**src/rtl/sport_pkg.sv**
```systemverilog
package sport_pkg;
    typedef enum logic [1:0] {
        REG_RXD  = 2'd0,
        REG_TXD  = 2'd1,
        REG_STAT = 2'd2,
        REG_CTRL = 2'd3
    } reg_sel_e;

    localparam int STAT_RXFULL  = 0;
    localparam int STAT_TXEMPTY = 1;
    localparam int STAT_OVR     = 2;
    localparam int STAT_BUSY    = 3;
    localparam int CTRL_RXIE    = 0;
    localparam int CTRL_TXIE    = 1;
endpackage

```
**src/rtl/sport_rx.sv**
```systemverilog
module sport_rx #(
    parameter int W = 8
) (
    input  logic         clk,
    input  logic         rst_n,
    input  logic         tick,
    input  logic         din,
    input  logic         rd_data,
    input  logic         rd_stat,
    output logic [W-1:0] hold,
    output logic         full,
    output logic         ovr
);
    localparam int CW = (W > 1) ? $clog2(W) : 1;
    localparam logic [CW-1:0] LAST = CW'(W - 1);

    typedef struct packed {
        logic [W-1:0]  sh;
        logic [CW-1:0] cnt;
        logic [W-1:0]  hold;
        logic          full;
        logic          ovr;
    } rx_st_t;

    rx_st_t q, d;
    logic   done;
    logic [W-1:0] next_sh;

    always_comb begin
        d       = q;
        next_sh = {q.sh[W-2:0], din};
        done    = tick && (q.cnt == LAST);
        if (tick) begin
            d.sh  = next_sh;
            d.cnt = done ? '0 : q.cnt + 1'b1;
        end
        if (rd_data) d.full = 1'b0;
        if (rd_stat) d.ovr  = 1'b0;
        if (done) begin
            d.hold = next_sh;
            d.full = 1'b1;
            if (q.full && !rd_data) d.ovr = 1'b1;
        end
    end

    always_ff @(posedge clk) begin
        if (!rst_n) begin
            q <= '0;
        end else begin
            q <= d;
        end
    end

    assign hold = q.hold;
    assign full = q.full;
    assign ovr  = q.ovr;

    a_r2_full_on_done: assert property (@(posedge clk) disable iff (!rst_n)
        done |=> full);
    a_r4_read_clears: assert property (@(posedge clk) disable iff (!rst_n)
        (rd_data && !done) |=> !full);
    a_r5_overrun_set: assert property (@(posedge clk) disable iff (!rst_n)
        (done && full && !rd_data) |=> ovr);
    a_r3_hold_stable: assert property (@(posedge clk) disable iff (!rst_n)
        !done |=> $stable(hold));
endmodule

```
**src/rtl/sport_tx.sv**
```systemverilog
module sport_tx #(
    parameter int W = 8
) (
    input  logic         clk,
    input  logic         rst_n,
    input  logic         tick,
    input  logic         wr_data,
    input  logic [W-1:0] wdata,
    output logic [W-1:0] hold,
    output logic         empty,
    output logic         busy,
    output logic         dout
);
    localparam int CW = (W > 1) ? $clog2(W) : 1;
    localparam logic [CW-1:0] LAST = CW'(W - 1);

    typedef struct packed {
        logic [W-1:0]  sh;
        logic [CW-1:0] cnt;
        logic          busy;
        logic [W-1:0]  hold;
        logic          empty;
    } tx_st_t;

    tx_st_t q, d;
    logic   last;
    logic   load;

    always_comb begin
        d    = q;
        last = q.busy && tick && (q.cnt == LAST);
        load = !q.empty && (!q.busy || last);
        if (q.busy && tick) begin
            d.sh  = {q.sh[W-2:0], 1'b0};
            d.cnt = q.cnt + 1'b1;
            if (last) begin
                d.busy = 1'b0;
                d.cnt  = '0;
            end
        end
        if (load) begin
            d.sh    = q.hold;
            d.cnt   = '0;
            d.busy  = 1'b1;
            d.empty = 1'b1;
        end
        if (wr_data) begin
            d.hold  = wdata;
            d.empty = 1'b0;
        end
    end

    always_ff @(posedge clk) begin
        if (!rst_n) begin
            q       <= '0;
            q.empty <= 1'b1;
        end else begin
            q <= d;
        end
    end

    assign hold  = q.hold;
    assign empty = q.empty;
    assign busy  = q.busy;
    assign dout  = q.busy ? q.sh[W-1] : 1'b1;

    a_r6_load_moves: assert property (@(posedge clk) disable iff (!rst_n)
        (load && !wr_data) |=> (empty && busy));
    a_r6_idle_high: assert property (@(posedge clk) disable iff (!rst_n)
        !busy |-> dout);
    a_r7_no_gap: assert property (@(posedge clk) disable iff (!rst_n)
        (last && !empty) |=> busy);
endmodule

```
**src/rtl/sport_regs.sv**
```systemverilog
module sport_regs
    import sport_pkg::*;
#(
    parameter int W = 8
) (
    input  logic         clk,
    input  logic         rst_n,
    input  logic         sel,
    input  logic         req,
    input  logic         wr,
    input  logic [1:0]   rsel,
    input  logic [W-1:0] wdata,
    input  logic [W-1:0] rx_hold,
    input  logic         rx_full,
    input  logic         rx_ovr,
    input  logic [W-1:0] tx_hold,
    input  logic         tx_empty,
    input  logic         tx_busy,
    output logic         rd_rx,
    output logic         rd_stat,
    output logic         wr_tx,
    output logic [W-1:0] rdata,
    output logic         ack,
    output logic         irq
);
    typedef struct packed {
        logic [W-1:0] rdata;
        logic         ack;
        logic [W-1:0] ctrl;
    } rg_st_t;

    rg_st_t   q, d;
    logic     hit;
    reg_sel_e rs;
    logic [W-1:0] stat;
    logic [W-1:0] mux;

    always_comb begin
        hit  = sel && req;
        rs   = reg_sel_e'(rsel);
        stat = '0;
        stat[STAT_RXFULL]  = rx_full;
        stat[STAT_TXEMPTY] = tx_empty;
        stat[STAT_OVR]     = rx_ovr;
        stat[STAT_BUSY]    = tx_busy;
        case (rs)
            REG_RXD:  mux = rx_hold;
            REG_TXD:  mux = tx_hold;
            REG_STAT: mux = stat;
            default:  mux = q.ctrl;
        endcase
        rd_rx   = hit && !wr && (rs == REG_RXD);
        rd_stat = hit && !wr && (rs == REG_STAT);
        wr_tx   = hit && wr && (rs == REG_TXD);

        d       = q;
        d.ack   = hit;
        d.rdata = (hit && !wr) ? mux : '0;
        if (hit && wr && (rs == REG_CTRL)) d.ctrl = wdata;
    end

    always_ff @(posedge clk) begin
        if (!rst_n) begin
            q <= '0;
        end else begin
            q <= d;
        end
    end

    assign rdata = q.rdata;
    assign ack   = q.ack;
    assign irq   = (rx_full && q.ctrl[CTRL_RXIE]) || (tx_empty && q.ctrl[CTRL_TXIE]);

    a_r10_ack_follows: assert property (@(posedge clk) disable iff (!rst_n)
        (sel && req) |=> ack);
    a_r10_no_stray_ack: assert property (@(posedge clk) disable iff (!rst_n)
        !(sel && req) |=> !ack);
    a_r9_irq_gated: assert property (@(posedge clk) disable iff (!rst_n)
        (!rx_full && !tx_empty) |-> !irq);
endmodule

```
**src/rtl/sport_top.sv**
```systemverilog
module sport_top #(
    parameter int W = 8
) (
    input  logic         clk,
    input  logic         rst_n,
    input  logic         sel,
    input  logic         req,
    input  logic         wr,
    input  logic [1:0]   rsel,
    input  logic [W-1:0] wdata,
    output logic [W-1:0] rdata,
    output logic         ack,
    output logic         irq,
    input  logic         rx_tick,
    input  logic         rx_line,
    input  logic         tx_tick,
    output logic         tx_line
);
    logic [W-1:0] rx_hold, tx_hold;
    logic rx_full, rx_ovr, tx_empty, tx_busy;
    logic rd_rx, rd_stat, wr_tx;

    sport_rx #(.W(W)) u_rx (
        .clk(clk), .rst_n(rst_n), .tick(rx_tick), .din(rx_line),
        .rd_data(rd_rx), .rd_stat(rd_stat),
        .hold(rx_hold), .full(rx_full), .ovr(rx_ovr)
    );

    sport_tx #(.W(W)) u_tx (
        .clk(clk), .rst_n(rst_n), .tick(tx_tick), .wr_data(wr_tx),
        .wdata(wdata), .hold(tx_hold), .empty(tx_empty), .busy(tx_busy),
        .dout(tx_line)
    );

    sport_regs #(.W(W)) u_regs (
        .clk(clk), .rst_n(rst_n), .sel(sel), .req(req), .wr(wr),
        .rsel(rsel), .wdata(wdata),
        .rx_hold(rx_hold), .rx_full(rx_full), .rx_ovr(rx_ovr),
        .tx_hold(tx_hold), .tx_empty(tx_empty), .tx_busy(tx_busy),
        .rd_rx(rd_rx), .rd_stat(rd_stat), .wr_tx(wr_tx),
        .rdata(rdata), .ack(ack), .irq(irq)
    );
endmodule

```
**config.mk**
```make
export PLATFORM = sky130hd
export DESIGN_NAME = sport_top
export DESIGN_NICKNAME = d
export VERILOG_FILES = /design/src/rtl/sport_pkg.sv /design/src/rtl/sport_rx.sv /design/src/rtl/sport_tx.sv /design/src/rtl/sport_regs.sv /design/src/rtl/sport_top.sv
export SDC_FILE = /design/constraint.sdc
export NUM_CORES = 1
export LEC_CHECK = 0
export CAP_MARGIN = 0
export CELL_PAD_IN_SITES_DETAIL_PLACEMENT = 0
export CELL_PAD_IN_SITES_GLOBAL_PLACEMENT = 1
export CORE_UTILIZATION = 40
export DETAILED_ROUTE_END_ITERATION = 10
export GPL_ROUTABILITY_DRIVEN = 0
export GPL_TIMING_DRIVEN = 0
export PLACE_DENSITY_LB_ADDON = 0.1
export SYNTH_ARGS = -nofsm -noshare
export SYNTH_HDL_FRONTEND = slang
export SYNTH_HIERARCHICAL = 1
export SYNTH_SLANG_ARGS = --single-unit
```
**constraint.sdc**
```tcl
create_clock -name clk -period 1.3 [get_ports clk]
set_input_delay 0.26 -clock clk [delete_from_list [all_inputs] [get_ports clk]]
set_output_delay 0.26 -clock clk [all_outputs]
set_load 0.02 [all_outputs]
```
# Yosys cells after proc, flatten, opt, wreduce, memory -nomap -nowiden
# Cells that the tools add are included.
[totals]
regBits = 58
output_inout_bits = 11
word_cells = 61
[op_classes]
add_sub_neg = 2
n_eq_ne = 5
mux = 12
bitwise_logic = 1
n_reduce_logical = 28
[op_table]
columns = ["operator", "n"]
rows = [
  ["$mux W12", 2],
  ["$pmux W8 S3", 1],
  ["$logic_and A1 B1 Y1", 14],
  ["$reduce_bool A2 Y1", 4],
  ["$add A3 B1 Y3 const B", 2],
  ["$eq A3 B3 Y1 const B", 2],
  ["$mux W1", 6],
  ["$eq A2 B2 Y1 const B", 2],
  ["$logic_not A1 Y1", 4],
  ["$mux W4", 1],
  ["$reduce_and A2 Y1", 2],
  ["$mux W3", 1],
  ["$eq A2 B1 Y1 const B", 1],
  ["$logic_not A2 Y1", 1],
  ["$logic_or A1 B1 Y1", 2],
  ["$mux W2", 1],
  ["$reduce_or A2 Y1", 1],
  ["$not A1 Y1", 1],
]

# Longest topological paths before layout
[logic_depth]
word_depth = 7
depth_mapped = 6

# By module
# Netlist, hierarchy kept.
[modules_own_cells]
columns = ["module", "n_inst", "cells_per_inst", "area_each_um2", "seq_area_each_um2"]
rows = [
  ["sport_tx", 1, 104, 1014.7, 420.4],
  ["sport_rx", 1, 90, 900.9, 400.4],
  ["sport_regs", 1, 84, 867.1, 340.3],
]

# Worst setup path before layout
# Ideal clock, no wire load.
[synth_timing]
kind = "register -> register"
start = "register u_tx/q[10] (netlist bit)"
end = "register u_tx/q[15] (netlist bit)"
setup_time_ns = 0.128
arrival_ns = 1.178
required_ns = 1.172
slack_ns = -0.005
stages_incl_launch_ff = 7
path_buffers = 1
path_cell_list = "dfxtp_1 > ha_1 > ha_1 > a21boi_4 > or2_1 > buf_6 > a31oi_2"
[synth_between]
elab_chain_len = 5
word_cells_on_any_way = 6
cone_classes = "eq/ne (1); mux (1); reduce/logical (4)"
[synth_lines]
columns = ["item", "line", "source"]
rows = [
  ["start, declared", "sport_tx.sv:25", "tx_st_t q, d;"],
  ["$eq A3 B3 Y1 (*)", "sport_tx.sv:31", "last = q.busy && tick && (q.cnt == LAST);"],
  ["$logic_and A1 B1 Y1 (*)", "sport_tx.sv:31", ""],
  ["$logic_or A1 B1 Y1 (*)", "sport_tx.sv:32", "load = !q.empty && (!q.busy || last);"],
  ["$logic_and A1 B1 Y1 (*)", "sport_tx.sv:32", ""],
  ["$mux W12 or $reduce_bool A2 Y1 (tied branches)", "n/a", ""],
]
# Every way passes the cells marked *; elsewhere a longest branch is shown, timed or not.
# A chain may end at the register's enable or synchronous reset.

# Worst setup path after layout
[layout_timing]
start = "register u_tx/q[11] (netlist bit)"
end = "register u_tx/q[17] (netlist bit)"
# Same word-level chain as after synthesis.

==> out/results.ini <==
[run_status]
outcome = finished, violations left
violations = setup timing

[clock_network]
cts_sinks = 58
h-tree-depth = 3
insertion_delay_ns = 0.33
clock_tree.buffer_depth = 2
num_cts_buffers = 9
ctsRootBufferMaster = clkbuf_8
cts.clk_slew.worst_paths_ns = 0.07
cts_tree = yes

[critical_path]
crit_path_end = u_tx/q[17]
timing.reg2reg.setup_slack_ns = -0.02
timing.reg2reg.worst_path_depth = 6
cp-start-kind = flop
critical-path-slowest-cell = dfxtp_2
critical_path.reg2reg.startpoint = u_tx/q[11]
timing_worst_setup_path_type = reg2reg
cp_cell_sequence = ha_4 -> ha_4 -> a21boi_4 -> or2_1 -> buf_6 -> a31oi_4
crit-reg2reg-capture = u_tx/q[17]
critPathRequiredTime_ns = 1.51
worst_setup_path_startpoint = u_tx/q[11]
timing.critical_path.to_type = flop
maximum_fanout_encountered_on_the_critical_timing_path = 8
cp_arrival_ns = 1.53
max_stage_delay_ns = 0.33
critical_path.most_common_cell = ha_4

[sta]
setup_ws_ns = -0.0212
hold_viol_final = 0
holdWs_ns = 0.353
final-setup-viol-count = 7
final.min_clock_period_ns = 1.32
worst_clock_skew_ns = 0.00630
timing.slew.headroom = 0.644
final_min_period_over_clock_period = 1.02
rsz0062_at_grt = true
timing_worst_slew_pin_value_ns = 0.534
timing_max_transition_violations_final = 0
fmax_mhz = 757

[global_routing]
global_route.overflow_total = 0
grt_pass1_wl_um = 9430
grt_use_met3 = 0.0506
grt_antenna_before_repair = 0
grt.met2_usage = 0.241
maximum_number_of_pins_on_one_net_before_global_route_repair = 11
grt_util_all_layers = 0.172
global_route.peak_usage_layer = met1
global_route.usage.met1 = 0.243
grt_pass1_vias = 1969

[power]
p_total_mw = 3.48
p_sw_mw = 0.830
power_frac_seq = 0.521
powerDensity_nw_per_um2 = 967
worst_ir_drop_vdd_mv = 0.422
sw_frac_of_total = 0.238
power.share.combinational = 0.083
internal_dissipation_mw = 2.65
p_leak_nw = 1.41
clock_power_share = 0.396

[floorplan]
core-area_um2 = 6760
die_height_um = 85.4
rows = 30
floorplan.initialDensity = 0.412
die_area_um2 = 7290
fp.dieW_um = 85.4
total_i_o_pin_count = 29

[detailed_routing]
drcViolationCount = 0
vias = 2056
postRouteWirelength_um = 5910
detail_route.iter0.violations = 66
postRouteAntennaNets = 0
routedWlPerCell_um = 14.3
dr.pass1.iters = 4
via_per_inst = 4.97

[placement]
place.detailed.hpwl_um = 3990
buffer_ports.inserted = 28
placed_cell_area_um2 = 3170

[yosys]
yosysWarnings = 6
seq_area_frac_synth = 0.417
netlist-cell-type-count = 40
mappedNetlistArea_um2 = 2780
post_syn_instances = 278
synth_seq_cells = 58
syn-mean-instance-area_um2 = 10.0
synth_nets = 300

[min_path]
hold_path_class = in2reg

[cells_and_area]
regArea_um2 = 1170
fillerInstances = 638
finish.net_count = 353
multiInputGateArea_um2 = 1450
layout_commonest_cell = dfxtp_1
design_area_um2 = 3600
layout-drive-gt1-share = 0.386
area_delta_synth_final_pct = 29.3
most_used_cells_in_the_layout_excluding_fill_and_tap_cells = dfxtp_1, nand2_1, buf_4, mux2i_1, nor2_1
antenna_cells = 0

[flow_run]
max_cap_viols = 0

==> power by group through the flow <==
stage,logic (mW),registers (mW),clock network (mW)
4_1_cts,0.277,1.81,1.44
3_5_place_dp,0.257,1.85,0
2_1_floorplan,0.150,1.85,0
3_3_place_gp,0.256,1.85,0
6_report,0.289,1.81,1.38
5_1_grt,0.315,1.81,1.53
==> flip-flops by register name, indices dropped and copies added, names as in the netlist <==
name and flops:
u_rx/q 3, u_rx/next_sh 7, u_rx/ovr 1, u_tx/q 11
u_regs/ack 1, u_regs/rdata 8, u_regs/q 8, u_tx/hold 8
u_rx/full 1, u_tx/empty 1, u_tx/busy 1, u_rx/hold 8
==> per-stage QoR <==
stage	util	TNS, ns	std cells	worst slack, ns
detailed placement	0.469	-17.83	386	-0.614
floorplan	-	0	278	0.0167
global route	0.533	-0.807	414	-0.0818
CTS	0.514	-0.0624	405	-0.0555
finish	0.533	-0.0971	414	-0.0212
global placement	0.469	-17.01	386	-0.591
==> cell type report <==
cell class / count / share of cell area
flip-flops and latches: 58 / 0.325
plain buffers: 42 / 0.0935
clock inverters: 4 / 0.00556
multi-input cells: 175 / 0.402
well taps: 80 / 0.0278
repair buffers: 42 / 0.104
inverters: 3 / 0.00313
clock buffers: 10 / 0.0382
==> cell usage after synthesis, drive strengths merged <==
library cell	number	area (um2)
a21boi	1	18.8
nand4	1	21.3
or2b	1	7.51
a21oi	14	77.6
or3b	1	8.76
inv	3	11.3
o2111ai	1	8.76
ha	4	50.1
nor4	2	12.5
or2	1	6.26
a22oi	4	30.0
clkbuf	4	15.0
a21bo	8	80.1
nor2b	12	82.6
nand4b	1	8.76
nand3	8	40.0
and3	1	6.26
nand2	38	143
buf	38	292
mux2i	25	250
a21o	1	7.51
mux4	4	97.6
o21a	1	7.51
nand3b	2	18.8
a22o	1	8.76
dfxtp	58	1160
o21ai	2	17.5
o31ai	7	52.6
and2	1	6.26
nand2b	5	31.3
a31oi	7	87.6
nor2	17	71.3
mux2	4	45.0
==> cells by family (layout without fill, tap and decap cells) <==
logic type | after synthesis | after routing | synth area share
and+or+nand+nor | 91 | 91 | 0.167
DFF | 58 | 58 | 0.417
AOI/OAI and AO/OA | 47 | 47 | 0.143
buffers and inverters | 45 | 101 | 0.114
muxes | 33 | 33 | 0.141
adders and majority gates | 4 | 4 | 0.0180
==> layer usage <==
layer,wire length (um),part of all wire,up-vias
met5,0,0,-
met4,76,0.013,0
met3,219,0.037,6
met2,2490,0.42,39
met1,3120,0.53,967
li1,-,-,1044
==> timing repair <==
item | in CTS | in global routing
hold buffers | 0 | 0
setup buffers | 4 | 7
cloned | 1 | 2
resized for setup | 56 | 33
setup endpoints to repair | 56 | 52
pin swaps | 4 | 6
==> worst min-delay path by stage <==
stage          slack, ns  depth (start not counted)          end   startpoint
2_1_floorplan       0.40                          2  u_regs/q[2]     wdata[2]
3_3_place_gp        0.44                          2  u_regs/q[7]  u_regs/q[7]
3_5_place_dp        0.45                          2  u_regs/q[5]  u_regs/q[5]
4_1_cts             0.46                          2  u_regs/q[5]  u_regs/q[5]
5_1_grt             0.36                          2   u_regs/ack          req
6_report            0.35                          2   u_regs/ack          req
==> worst max-delay path, delay by kind of cell, from the launching register on <==
kind | cells | cell delay [ns]
simple gates | 1 | 0.14
fa+ha+maj | 2 | 0.32
buf+inv | 1 | 0.17
compound gates | 2 | 0.24
flops | 1 | 0.33
(Power assumes the default switching activity.)
